File: src/rtl/ivc_pkg.sv
package ivc_pkg;
  localparam int unsigned IVC_DW = 32;
  localparam int unsigned IVC_VW = 8;

  typedef enum logic [2:0] {
    REG_MASK   = 3'd0,
    REG_RAW    = 3'd1,
    REG_MASKED = 3'd2,
    REG_NMI    = 3'd3,
    REG_RSVD   = 3'd4
  } ivc_reg_e;

  // Vector selection: none -> 0, single bit i -> base+i, several -> shared.
  function automatic logic [IVC_VW-1:0] ivc_pick_vector(
    input logic [IVC_DW-1:0] m,
    input int unsigned       search,
    input logic [IVC_VW-1:0] base,
    input logic [IVC_VW-1:0] shared
  );
    int unsigned       hits;
    logic [IVC_VW-1:0] first;
    hits  = 0;
    first = '0;
    for (int unsigned i = 0; i < IVC_DW; i++) begin
      if (i < search && m[i]) begin
        if (hits == 0) first = base + IVC_VW'(i);
        hits++;
      end
    end
    if (hits == 0)      return '0;
    else if (hits == 1) return first;
    else                return shared;
  endfunction

  // Only full-word, aligned accesses are honoured.
  function automatic logic ivc_word_access(input logic [3:0] be, input logic [1:0] lo);
    return (be == 4'hF) && (lo == 2'b00);
  endfunction
endpackage

File: src/rtl/ivc_line_sampler.sv
module ivc_line_sampler
  import ivc_pkg::*;
#(
  parameter int unsigned NUM_LINES = 32,
  parameter int unsigned NMI_FIRST = 30
) (
  input  logic                 clk_i,
  input  logic                 rst_ni,
  input  logic [NUM_LINES-1:0] lines_i,
  output logic [IVC_DW-1:0]    raw_d_o,
  output logic [IVC_DW-1:0]    raw_q_o,
  output logic [IVC_DW-1:0]    nmi_q_o,
  output logic                 nmi_o
);
  logic [IVC_DW-1:0] nmi_d;
  logic              unused_line0;

  assign unused_line0 = lines_i[0];

  for (genvar b = 0; b < IVC_DW; b++) begin : g_bit
    if (b + 1 < NMI_FIRST) begin : g_raw
      assign raw_d_o[b] = lines_i[b+1];
    end else begin : g_raw_zero
      assign raw_d_o[b] = 1'b0;
    end
    if (b >= NMI_FIRST && b < NUM_LINES) begin : g_nmi
      assign nmi_d[b] = lines_i[b];
    end else begin : g_nmi_zero
      assign nmi_d[b] = 1'b0;
    end
  end

  always_ff @(posedge clk_i or negedge rst_ni) begin
    if (!rst_ni) begin
      raw_q_o <= '0;
      nmi_q_o <= '0;
      nmi_o   <= 1'b0;
    end else begin
      raw_q_o <= raw_d_o;
      nmi_q_o <= nmi_d;
      nmi_o   <= |nmi_d;
    end
  end
endmodule

File: src/rtl/ivc_regbus.sv
module ivc_regbus
  import ivc_pkg::*;
#(
  parameter int unsigned ADDR_W = 5
) (
  input  logic              clk_i,
  input  logic              rst_ni,
  input  logic              wr_en_i,
  input  logic              rd_en_i,
  input  logic [ADDR_W-1:0] addr_i,
  input  logic [IVC_DW-1:0] wdata_i,
  input  logic [3:0]        be_i,
  input  logic [IVC_DW-1:0] raw_q_i,
  input  logic [IVC_DW-1:0] masked_q_i,
  input  logic [IVC_DW-1:0] nmi_q_i,
  output logic [IVC_DW-1:0] mask_q_o,
  output logic [IVC_DW-1:0] mask_d_o,
  output logic              mask_wr_hit_o,
  output logic [IVC_DW-1:0] rdata_o,
  output logic              rvalid_o
);
  localparam int unsigned IDX_W = ADDR_W - 2;

  logic             word_ok;
  logic [IDX_W-1:0] idx;
  logic [IVC_DW-1:0] rd_mux;

  assign word_ok       = ivc_word_access(be_i, addr_i[1:0]);
  assign idx           = addr_i[ADDR_W-1:2];
  assign mask_wr_hit_o = wr_en_i && word_ok && (idx == IDX_W'(REG_MASK));
  assign mask_d_o      = mask_wr_hit_o ? wdata_i : mask_q_o;

  always_comb begin
    rd_mux = '0;
    if (word_ok) begin
      case (idx)
        IDX_W'(REG_MASK):   rd_mux = mask_q_o;
        IDX_W'(REG_RAW):    rd_mux = raw_q_i;
        IDX_W'(REG_MASKED): rd_mux = masked_q_i;
        IDX_W'(REG_NMI):    rd_mux = nmi_q_i;
        default:            rd_mux = '0;
      endcase
    end
  end

  always_ff @(posedge clk_i or negedge rst_ni) begin
    if (!rst_ni) begin
      mask_q_o <= '0;
      rdata_o  <= '0;
      rvalid_o <= 1'b0;
    end else begin
      mask_q_o <= mask_d_o;
      rvalid_o <= rd_en_i;
      if (rd_en_i) rdata_o <= rd_mux;
    end
  end
endmodule

File: src/rtl/ivc_vector_unit.sv
module ivc_vector_unit
  import ivc_pkg::*;
#(
  parameter int unsigned       SEARCH_BITS = 31,
  parameter logic [IVC_VW-1:0] BASE_VEC    = 8'h31,
  parameter logic [IVC_VW-1:0] SHARED_VEC  = 8'h30
) (
  input  logic              clk_i,
  input  logic              rst_ni,
  input  logic [IVC_DW-1:0] raw_d_i,
  input  logic [IVC_DW-1:0] mask_d_i,
  output logic [IVC_DW-1:0] masked_q_o,
  output logic [IVC_VW-1:0] vec_o,
  output logic              req_o
);
  logic [IVC_DW-1:0] masked_d;
  logic [IVC_DW-1:0] search_win;

  assign masked_d = raw_d_i & mask_d_i;

  for (genvar b = 0; b < IVC_DW; b++) begin : g_win
    if (b < SEARCH_BITS) begin : g_in
      assign search_win[b] = masked_d[b];
    end else begin : g_out
      assign search_win[b] = 1'b0;
    end
  end

  always_ff @(posedge clk_i or negedge rst_ni) begin
    if (!rst_ni) begin
      masked_q_o <= '0;
      vec_o      <= '0;
      req_o      <= 1'b0;
    end else begin
      masked_q_o <= masked_d;
      vec_o      <= ivc_pick_vector(masked_d, SEARCH_BITS, BASE_VEC, SHARED_VEC);
      req_o      <= |search_win;
    end
  end
endmodule

File: src/rtl/irq_vector_ctrl.sv
module irq_vector_ctrl
  import ivc_pkg::*;
#(
  parameter int unsigned NUM_LINES   = 32,
  parameter int unsigned NMI_FIRST   = 30,
  parameter int unsigned SEARCH_BITS = 31,
  parameter int unsigned ADDR_W      = 5
) (
  input  logic                 clk_i,
  input  logic                 rst_ni,
  input  logic [NUM_LINES-1:0] irq_lines_i,
  input  logic                 wr_en_i,
  input  logic                 rd_en_i,
  input  logic [ADDR_W-1:0]    addr_i,
  input  logic [IVC_DW-1:0]    wdata_i,
  input  logic [3:0]           be_i,
  output logic [IVC_DW-1:0]    rdata_o,
  output logic                 rvalid_o,
  output logic [IVC_VW-1:0]    vec_o,
  output logic                 req_o,
  output logic                 nmi_o
);
  logic [IVC_DW-1:0] raw_d, raw_q, nmi_q, mask_q, mask_d, masked_q;
  logic              mask_wr_hit;

  ivc_line_sampler #(.NUM_LINES(NUM_LINES), .NMI_FIRST(NMI_FIRST)) u_sampler (
    .clk_i, .rst_ni, .lines_i(irq_lines_i),
    .raw_d_o(raw_d), .raw_q_o(raw_q), .nmi_q_o(nmi_q), .nmi_o(nmi_o)
  );

  ivc_regbus #(.ADDR_W(ADDR_W)) u_regbus (
    .clk_i, .rst_ni, .wr_en_i, .rd_en_i, .addr_i, .wdata_i, .be_i,
    .raw_q_i(raw_q), .masked_q_i(masked_q), .nmi_q_i(nmi_q),
    .mask_q_o(mask_q), .mask_d_o(mask_d), .mask_wr_hit_o(mask_wr_hit),
    .rdata_o, .rvalid_o
  );

  ivc_vector_unit #(.SEARCH_BITS(SEARCH_BITS)) u_vector (
    .clk_i, .rst_ni, .raw_d_i(raw_d), .mask_d_i(mask_d),
    .masked_q_o(masked_q), .vec_o, .req_o
  );
endmodule

File: config.mk
export PLATFORM = sky130hd
export DESIGN_NAME = irq_vector_ctrl
export DESIGN_NICKNAME = d
export VERILOG_FILES = /design/src/rtl/ivc_pkg.sv /design/src/rtl/ivc_line_sampler.sv /design/src/rtl/ivc_regbus.sv /design/src/rtl/ivc_vector_unit.sv /design/src/rtl/irq_vector_ctrl.sv
export SDC_FILE = /design/constraint.sdc
export NUM_CORES = 1
export LEC_CHECK = 0
export BUFFER_PORTS_ARGS = -buffer_cell sky130_fd_sc_hd__buf_2
export CAP_MARGIN = 0
export CORE_UTILIZATION = 55
export CTS_CLUSTER_SIZE = 12
export DETAILED_ROUTE_END_ITERATION = 7
export GPL_ROUTABILITY_DRIVEN = 0
export GPL_TIMING_DRIVEN = 0
export PLACE_DENSITY = 0.78
export RECOVER_POWER = 100
export SLEW_MARGIN = 10
export SYNTH_ARGS = -nofsm -noshare
export SYNTH_HDL_FRONTEND = slang
export SYNTH_SLANG_ARGS = --single-unit
File: constraint.sdc
create_clock -name clk_i -period 17.9 [get_ports clk_i]
set_input_delay 0.895 -clock clk_i [delete_from_list [all_inputs] [get_ports clk_i]]
set_output_delay 0.895 -clock clk_i [all_outputs]
set_load 0.03 [all_outputs]
==> results.sh, run 1 <==
export IMPL_p_int_uw=618
export IMPL_rrSetupSlack_ns=0.46
export IMPL_rsz0062_at_grt="yes"
export IMPL_synth_top_area_share=0.261
export IMPL_yosysWarnings=0
export IMPL_synth_edff_count=0
export IMPL_antenna_found_initial=0
export IMPL_crit_slowest_cell="or4_4"
export IMPL_synthSimpleGateAreaFrac=0.250
export IMPL_die_area_um2=23800
export IMPL_clockBufferDepth=2
export IMPL_timing_slew_headroom=0.197
export IMPL_finalHoldViolations=0
export IMPL_drtPass1Iterations=8
export IMPL_synthMuxAreaShare=0.0634
export IMPL_cts_made_buffers=17
export IMPL_synthAdderAreaFrac=0.0548
export IMPL_status="finished with violations"
export IMPL_critPathMostFrequentCell="ha_4"
export IMPL_min_period_ns=18.51
export IMPL_cap_violations=0
export IMPL_layout_nets=1908
export IMPL_finalPower_uw=909
export IMPL_synth_cells_most_frequent="nand2_1 (171), dfrtp_1 (133), nor2_1 (118), inv_1 (115), xnor2_1 (88)"
export IMPL_cp_max_fo=5
export IMPL_vias=13300
export IMPL_area_growth_pct=23.1
export IMPL_cts_tree="built"
export IMPL_violations="setup timing"
export IMPL_synth_xor_area_frac=0.121
export IMPL_grt_pass1_vias=12200
export IMPL_cp_data_required_time_ns=18.23
export IMPL_path_class="input pin to flop"
export IMPL_insertion_delay_ns=0.43
export IMPL_synthesis_area_um2=12800
export IMPL_synth_avg_cell_area_um2=8.14
export IMPL_critPathLaunchType="input pin"
export IMPL_tightest_slew_ns=1.17
export IMPL_synth_fp_nets=1702
export IMPL_grt_start_max_net_pins=95
export IMPL_setup_worst_path_end_class="flop"
export IMPL_synth_seq_cells=133
export IMPL_netlist_top_cell_by_area="dfrtp_1"
export IMPL_seqPwrFrac=0.346
export IMPL_synth_ff_type="dfrtp_1"
export IMPL_fmax_mhz=54.0
export IMPL_p_leak_uw=0.00707
export IMPL_clock_sinks=133
export IMPL_cp_top_family="adder cells"
export IMPL_clkPwrFrac=0.400
export IMPL_hold_path_class="input pin to async pin"
export IMPL_fin_worst_skew_ns=0.0114
export IMPL_reg2reg_from="u_regbus.mask_q_o[0]"
export IMPL_fin_cells=2073
export IMPL_switching_share=0.320
export IMPL_combPwrFrac=0.254
export IMPL_p_switching_uw=291
export IMPL_cpPeakStageDelay_ns=0.54
export IMPL_drt_wl_total_mm=41.1
export IMPL_clk_pin_slew_worst_paths_ns=0.06
export IMPL_coreArea_um2=22700
export IMPL_start_util=0.563
export IMPL_setup_viol=6
export IMPL_drtIter0Drc=1400
export IMPL_grt_total_usage=0.321
export IMPL_synth_cell_types=107
export IMPL_fp_dieH_um=154
export IMPL_drc=0
export IMPL_grt_overflow=0
export IMPL_irDropWorstVdd_mv=0.0633
export IMPL_syn_inst=1569
export IMPL_grt_pass1_wl_mm=61.2
export IMPL_final_layout_size_suffix_gt1_frac=0.233
export IMPL_seq_area_frac_synth=0.261
export IMPL_synth_top_family_by_area="simple AND/OR/NAND/NOR gates"
export IMPL_cts_root_buf="clkbuf_16"
export IMPL_synth_area_leaders="dfrtp_1 (26%), xnor2_1 (6.0%), ha_1 (5.5%)"
export IMPL_htree_num_levels=4
export IMPL_slew_viol_final=0
export IMPL_post_drt_wl_per_cell_um=19.8
export IMPL_port_buffers=115
export IMPL_worst_slack_ns=-0.607
export IMPL_powerDensity_nw_per_um2=57.8
export IMPL_synth_compound_area_frac=0.192
export IMPL_row_count=55
export IMPL_fin_crit_sh=1.03
export IMPL_r2r_cells=101
export IMPL_detailed_place_hpwl_mm=29.0
export IMPL_num_fill_cells=1683
export IMPL_ios=120
export IMPL_arrival_ns=18.83
export IMPL_dp_cells=1970
export IMPL_diodes=0
export IMPL_die_width_um=154
export IMPL_r2r_end="u_vector.vec_o[5]"
export IMPL_drtAntennaViolNets=0
export IMPL_critPathBufInv=12
export IMPL_synth_most_common_cell="nand2_1"
export IMPL_viasPerCell=6.42
export IMPL_async_flop_share=1.00
power by group through the flow:
stage	logic (µW)	registers (µW)	clock network, µW
after floorplan	120	324	0
after global routing	249	315	376
after global placement	170	319	0
final	231	314	364
after detailed placement	177	319	0
after CTS	196	314	361
worst max-delay path by stage:
stage / start / to / depth (start not counted)
floorplan: addr_i[3] / u_vector.vec_o[5] / 102
global placement: addr_i[2] / u_vector.vec_o[6] / 101
detailed placement: addr_i[2] / u_vector.vec_o[6] / 105
CTS: addr_i[3] / u_vector.vec_o[1] / 105
global route: addr_i[2] / u_vector.vec_o[6] / 103
finish: addr_i[2] / u_vector.vec_o[5] / 105
area by class of cell:
type	instances	area [µm²]	area share
timing repair buffer	189	1150	0.0734
clock buffer	17	425	0.0270
sequential	133	3330	0.212
tap	285	357	0.0227
multi-input combinational	1246	9490	0.604
clock inverter	15	184	0.0117
inverter	127	489	0.0311
buffer	61	297	0.0189
flip-flops by register name, summed over array words and instances, names as in the netlist:
| register | cells |
|---|---|
| u_regbus.mask_q_o | 32 |
| u_sampler.raw_q_o | 29 |
| u_sampler.nmi_o | 1 |
| u_regbus.rvalid_o | 1 |
| u_vector.vec_o | 6 |
| u_sampler.nmi_q_o | 2 |
| u_vector.masked_q_o | 29 |
| u_vector.req_o | 1 |
| u_regbus.rdata_o | 32 |
metrics by stage:
step / setup TNS (ns) / util / area (µm²) / hold slack [ns] / worst slack (ns)
after floorplan: -2.87 / - / 13000 / 0.445 / -0.503
after global placement: -15.33 / 0.615 / 14000 / 0.461 / -2.58
after global routing: -6.28 / 0.693 / 15700 / 0.404 / -1.08
final: -3.40 / 0.693 / 15700 / 0.379 / -0.607
after CTS: -4.29 / 0.665 / 15100 / 0.389 / -0.756
after detailed placement: -17.92 / 0.617 / 14000 / 0.478 / -3.02
placed cells by master (no fill, tap or decap), types with 43 or more instances in the layout:
cell | Yosys | final
xnor2_1 | 88 | 86
buf_4 | 2 | 76
nor2_1 | 118 | 115
nand3_1 | 77 | 70
mux2i_1 | 64 | 58
inv_1 | 115 | 105
dfrtp_1 | 133 | 133
nand2_1 | 171 | 160
a21oi_1 | 83 | 80
clkbuf_1 | 44 | 43
buf_2 | 12 | 121
what timing repair did:
item                       4_1_cts  5_1_grt
gates resized for setup         37       63
hold buffers                     0        0
setup endpoints to repair        6        6
buffers inserted                35       39
pin swaps                       26       46
cloned                           0        0
layer usage:
layer	global-route usage	wire (µm)
met1	0.417	16800
met2	0.546	19500
met3	0.0389	3080
met4	0.120	1710
met5	0	0
logic make-up (layout without fill, tap and decap cells):
kind of cell	after synthesis	count (layout)
compound gates	352	352
xor+xnor	139	139
fa+ha+maj	56	56
buf+inv	190	409
flops	133	133
mux	77	77
other cells	1	1
simple gates	621	621
worst reg2reg max path, delay by kind of cell (launching register included):
family | cells | cell delay [ns]
multiplexers | 7 | 1.19
adder cells (fa/ha/maj) | 26 | 6.66
buffers and inverters | 10 | 0.79
flip-flops | 1 | 0.38
AND/OR/NAND/NOR | 33 | 4.34
AO/OA/AOI/OAI | 25 | 3.96
Note: power is estimated with default switching activity, not from simulation.
==> inputs of run 2 (changes only) <==
--- a/config.mk
+++ b/config.mk
@@ -12,7 +12,7 @@
 export DETAILED_ROUTE_END_ITERATION = 7
 export GPL_ROUTABILITY_DRIVEN = 0
 export GPL_TIMING_DRIVEN = 0
-export PLACE_DENSITY = 0.78
+export PLACE_DENSITY_LB_ADDON = 0.05
 export RECOVER_POWER = 100
 export SLEW_MARGIN = 10
 export SYNTH_ARGS = -nofsm -noshare
==> run 2 against run 1 <==
- the flow finishes with violations (capacitance limit, slew limit, setup timing)
- final cell count is essentially flat
- clock power shrank 8.0%
- count of clock-buffer cells in the layout grew 3
- hold slack gained 0.11 ns
- fmax grew 1.8%
- die area is the same
- non-clock buffer count shrank 2
- first-iteration DRC count shrank 18%
- routed wire length shrank 5.6%
- sequential power is essentially flat
- setup slack gained 0.32 ns
- largest cell class unchanged
- highest routed layer unchanged
==> results.sh, run 2 (synthesis results as in run 1) <==
export IMPL_timing_slew_headroom=-0.540
export IMPL_crit_slowest_cell="or4_4"
export IMPL_layout_nets=1906
export IMPL_final_area_um2=15700
export IMPL_powerDensity_nw_per_um2=56.1
export IMPL_clockBufferDepth=2
export IMPL_final_common_cell="nand2_1"
export IMPL_cts_root_buf="clkbuf_16"
export IMPL_rsz0062_at_grt="yes"
export IMPL_final_layout_size_suffix_gt1_frac=0.228
export IMPL_grt_overflow=0
export IMPL_num_fill_cells=1858
export IMPL_final_core_util=0.692
export IMPL_cap_violations=1
export IMPL_clock_sinks=133
export IMPL_cts_made_buffers=17
export IMPL_slew_viol_final=42
export IMPL_worstSetupStartpoint="addr_i[3]"
export IMPL_p_leak_uw=0.00702
export IMPL_drtPass1Iterations=5
export IMPL_coreArea_um2=22700
export IMPL_final_cell_mix="nand2_1 (158), dfrtp_1 (133), nor2_1 (115), buf_2 (110), inv_1 (103)"
export IMPL_rrSetupSlack_ns=0.86
export IMPL_area_growth_pct=22.9
export IMPL_grt_start_max_net_pins=93
export IMPL_antenna_found_initial=0
export IMPL_hold_depth=2
export IMPL_cpPeakStageDelay_ns=0.43
export IMPL_cp_max_fo=6
export IMPL_grt_pass1_vias=11600
export IMPL_drc=0
export IMPL_min_period_ns=18.18
export IMPL_row_count=55
export IMPL_violations="capacitance limit, slew limit, setup timing"
export IMPL_vias=12700
export IMPL_hold_path_class="flop to flop"
export IMPL_clk_pin_slew_worst_paths_ns=0.06
export IMPL_whs_endpoint="u_regbus.mask_q_o[29]"
export IMPL_finalPower_uw=882
export IMPL_diodes=0
export IMPL_irDropWorstVdd_mv=0.0613
export IMPL_critPathLaunchType="input pin"
export IMPL_r2r_cells=99
export IMPL_cts_tree="built"
export IMPL_cp_data_required_time_ns=18.24
export IMPL_grt_pass1_wl_mm=59.3
export IMPL_detailed_place_hpwl_mm=28.7
export IMPL_status="finished with violations"
export IMPL_drt_wl_total_mm=38.8
export IMPL_largest_registers="u_regbus.mask_q_o (32), u_regbus.rdata_o (32)"
export IMPL_place_area_um2=14000
export IMPL_seq_area_um2=3330
export IMPL_die_area_um2=23800
export IMPL_r2r_end="u_vector.vec_o[1]"
export IMPL_arrival_ns=18.53
export IMPL_fin_crit_sh=1.02
export IMPL_tightest_slew_ns=2.31
export IMPL_post_drt_wl_per_cell_um=18.7
export IMPL_critPathMostFrequentCell="ha_4"
export IMPL_worst_slack_ns=-0.284
export IMPL_grt_total_usage=0.311
export IMPL_insertion_delay_ns=0.42
export IMPL_setup_worst_path_end_class="flop"
export IMPL_fmax_mhz=55.0
export IMPL_min_delay_start="u_regbus.mask_q_o[29]"
export IMPL_htree_num_levels=4
export IMPL_start_util=0.563
export IMPL_fin_worst_skew_ns=0.0112
export IMPL_viasPerCell=6.13
export IMPL_path_class="input pin to flop"
export IMPL_ios=120
export IMPL_drtAntennaViolNets=0
export IMPL_port_buffers=115
export IMPL_fp_dieH_um=154
export IMPL_setup_viol=6
export IMPL_finalHoldViolations=0
export IMPL_reg2reg_from="u_regbus.mask_q_o[0]"
export IMPL_multi_input_comb_area_um2=9540
export IMPL_drtIter0Drc=1151
export IMPL_die_width_um=154
-- run 2: worst max-delay path by stage --
stage / to / depth (start not counted)
global placement: u_vector.vec_o[6] / 101
finish: u_vector.vec_o[1] / 104
CTS: u_vector.vec_o[6] / 104
global route: u_vector.vec_o[3] / 105
floorplan: u_vector.vec_o[5] / 102
detailed placement: u_vector.vec_o[6] / 101
-- run 2: layout make-up --
type                            instances  area share
Buffer                                 62      0.0194
Inverter                              127      0.0307
Timing Repair Buffer                  186      0.0719
Tap cell                              285      0.0227
Clock buffer                           20      0.0284
Sequential cell                       133       0.212
Clock inverter                         12     0.00749
Multi-Input combinational cell       1246       0.607
-- run 2: routing by layer --
metal  global-route usage  vias up  wire (µm)
li1                     -     6053          -
met1                0.430     6124      17200
met2                0.521      471      18500
met3               0.0311       54       2350
met4               0.0820        0        739
met5                    0        -          0
-- run 2: timing repair --
item | CTS | global route
hold endpoints to repair | 0 | 0
endpoints found under the setup margin | 6 | 6
pin swaps | 23 | 45
setup buffers | 29 | 41
gates resized for setup | 34 | 78
hold buffers | 0 | 0
-- run 2: worst max-delay path, delay by kind of cell --
family / cells / cell delay, ns
and+or+nand+nor: 33 / 4.62
adders and majority gates: 26 / 6.75
AOI/OAI and AO/OA: 24 / 3.63
muxes: 8 / 1.40
buffers and inverters: 13 / 1.13
-- run 2: power breakdown --
part | internal, µW | total (µW) | switching [µW]
registers | 310 | 314 | 3.96
clock network | 197 | 335 | 138
logic | 99.7 | 233 | 133
total | 607 | 882 | 275
-- run 2: through the flow --
step           setup slack, ns  hold WS, ns  setup TNS, ns  std cells
5_1_grt                 -0.985        0.507          -5.72       2071
6_report                -0.284        0.491          -1.56       2071
3_3_place_gp             -2.88        0.461         -17.06       1969
3_5_place_dp             -3.11        0.469         -18.40       1970
2_1_floorplan           -0.503        0.445          -2.87       1569
4_1_cts                 -0.954        0.397          -5.43       2030
==> inputs of run 3 (changes only) <==
--- a/config.mk
+++ b/config.mk
@@ -11,7 +11,6 @@
 export CTS_CLUSTER_SIZE = 12
 export DETAILED_ROUTE_END_ITERATION = 7
 export GPL_ROUTABILITY_DRIVEN = 0
-export GPL_TIMING_DRIVEN = 0
 export PLACE_DENSITY_LB_ADDON = 0.05
 export RECOVER_POWER = 100
 export SLEW_MARGIN = 10
==> run 3 against run 2 <==
- the flow finishes with violations (setup timing)
- setup slack improved by 0.18 ns
- final cell count is 1.5% higher
- sequential share of layout area decreased by 0.30 points
- highest routed layer unchanged
==> results.sh, run 3 (synthesis results as in run 1) <==
export IMPL_status="finished with violations"
export IMPL_violations="setup timing"
export IMPL_finalHoldViolations=0
export IMPL_row_count=55
export IMPL_cpPeakStageDelay_ns=0.41
export IMPL_port_buffers=117
export IMPL_fmax_mhz=55.5
export IMPL_min_period_ns=18.01
export IMPL_setup_viol=6
export IMPL_setup_worst_path_end_class="flop"
export IMPL_r2r_end="u_vector.vec_o[1]"
export IMPL_ctsHoldBuffers=0
export IMPL_cp_data_required_time_ns=18.25
export IMPL_diodes=0
export IMPL_crit_slowest_cell="or3b_4"
export IMPL_insertion_delay_ns=0.42
export IMPL_vias=12800
export IMPL_drtIter0Drc=1164
export IMPL_post_drt_wl_per_cell_um=18.6
export IMPL_start_util=0.563
export IMPL_grt_pass1_vias=12000
export IMPL_layout_nets=1938
export IMPL_clockBufferDepth=2
export IMPL_drt_wl_total_mm=39.2
export IMPL_fin_tns_setup_ns=-0.460
export IMPL_grt_total_usage=0.325
export IMPL_worst_slack_ns=-0.108
export IMPL_powerDensity_nw_per_um2=55.7
export IMPL_drtAntennaViolNets=0
export IMPL_path_class="input pin to flop"
export IMPL_critPathMostFrequentCell="ha_4"
export IMPL_cts_root_buf="clkbuf_16"
export IMPL_reg2reg_from="u_regbus.mask_q_o[0]"
export IMPL_clock_sinks=133
export IMPL_clk_pin_slew_worst_paths_ns=0.07
export IMPL_r2r_cells=101
export IMPL_cts_tree="built"
export IMPL_fin_crit_sh=1.01
export IMPL_tightest_slew_ns=1.28
export IMPL_grt_pass1_wl_mm=61.9
export IMPL_die_width_um=154
export IMPL_final_layout_size_suffix_gt1_frac=0.261
export IMPL_largest_registers="u_regbus.mask_q_o (32), u_regbus.rdata_o (32)"
export IMPL_critPathLaunchType="input pin"
export IMPL_drtPass1Iterations=5
export IMPL_slew_viol_final=0
export IMPL_cts_made_buffers=17
export IMPL_area_growth_pct=24.7
export IMPL_final_cell_mix="buf_4 (163), nand2_1 (162), dfrtp_1 (133), nor2_1 (115), inv_1 (106)"
export IMPL_fin_worst_skew_ns=0.0137
export IMPL_antenna_found_initial=0
export IMPL_final_core_util=0.701
export IMPL_drc=0
export IMPL_p_leak_uw=0.00726
export IMPL_cap_violations=0
export IMPL_rrSetupSlack_ns=0.80
export IMPL_viasPerCell=6.08
export IMPL_num_fill_cells=1781
export IMPL_final_common_cell="buf_4"
export IMPL_ios=120
export IMPL_timing_slew_headroom=0.142
export IMPL_detailed_place_hpwl_mm=29.0
export IMPL_die_area_um2=23800
export IMPL_grt_overflow=0
export IMPL_hold_path_class="input pin to async pin"
export IMPL_fp_dieH_um=154
export IMPL_arrival_ns=18.36
export IMPL_cp_max_fo=5
export IMPL_htree_num_levels=4
export IMPL_rsz0062_at_grt="yes"
export IMPL_coreArea_um2=22700
export IMPL_grt_start_max_net_pins=86
export IMPL_irDropWorstVdd_mv=0.0445
==> run 3: repair_timing <==
| item | 4_1_cts | 5_1_grt |
|---|---|---|
| cloned | 0 | 0 |
| pin swaps | 3 | 37 |
| endpoints found under the setup margin | 6 | 6 |
| buffers inserted | 22 | 23 |
| resized for setup | 16 | 58 |
==> run 3: worst max path at each step <==
| stage | start | to | slack, ns | cells past startpoint |
|---|---|---|---|---|
| finish | addr_i[2] | u_vector.vec_o[1] | -0.11 | 103 |
| global route | addr_i[2] | u_vector.vec_o[3] | -0.87 | 104 |
| CTS | addr_i[3] | u_vector.vec_o[3] | -0.08 | 102 |
| detailed placement | addr_i[3] | u_vector.vec_o[6] | -0.84 | 101 |
| global placement | addr_i[3] | u_vector.vec_o[3] | -0.34 | 101 |
| floorplan | addr_i[3] | u_vector.vec_o[5] | -0.50 | 102 |
==> run 3: layer usage <==
layer,GRT usage,wire [µm],up-vias
met5,0,0,-
met4,0.0943,794,0
met3,0.0328,2360,60
met2,0.529,18200,487
met1,0.458,17800,6115
li1,-,-,6134
==> run 3: layout make-up <==
class	instances	area (µm²)	area share
Clock buffer	17	425	0.0267
Inverter	127	482	0.0302
Multi-Input combinational cell	1246	9390	0.589
Sequential cell	133	3330	0.209
Tap cell	285	357	0.0224
Clock inverter	15	140	0.00880
Timing Repair Buffer	280	1810	0.114
==> run 3: stage by stage <==
stage / cells / setup WS, ns / hold WS (ns) / cell area, µm² / power (µW)
2_1_floorplan: 1569 / -0.503 / 0.445 / 13000 / 444
4_1_cts: 2081 / -0.0774 / 0.419 / 15400 / 859
5_1_grt: 2103 / -0.865 / 0.426 / 15900 / 927
3_3_place_gp: 2027 / -0.342 / 0.462 / 14600 / 507
3_5_place_dp: 2027 / -0.837 / 0.478 / 14600 / 512
6_report: 2103 / -0.108 / 0.407 / 15900 / 887
==> run 3: worst max-delay path: cells and delay by family <==
family,cells,cell delay [ns]
xor gates and xnor gates,1,0.12
AOI/OAI and AO/OA,25,3.50
and+or+nand+nor,30,4.39
muxes,9,1.68
buffers and inverters,11,0.76
adders and majority gates,27,7.00
==> run 3: power by group <==
group | switching, µW | leakage, µW | internal [µW]
Sequential | 4.27 | 0.00177 | 310
Clock | 152 | 0.000268 | 184
Combinational | 132 | 0.00522 | 106
Total | 288 | 0.00726 | 600
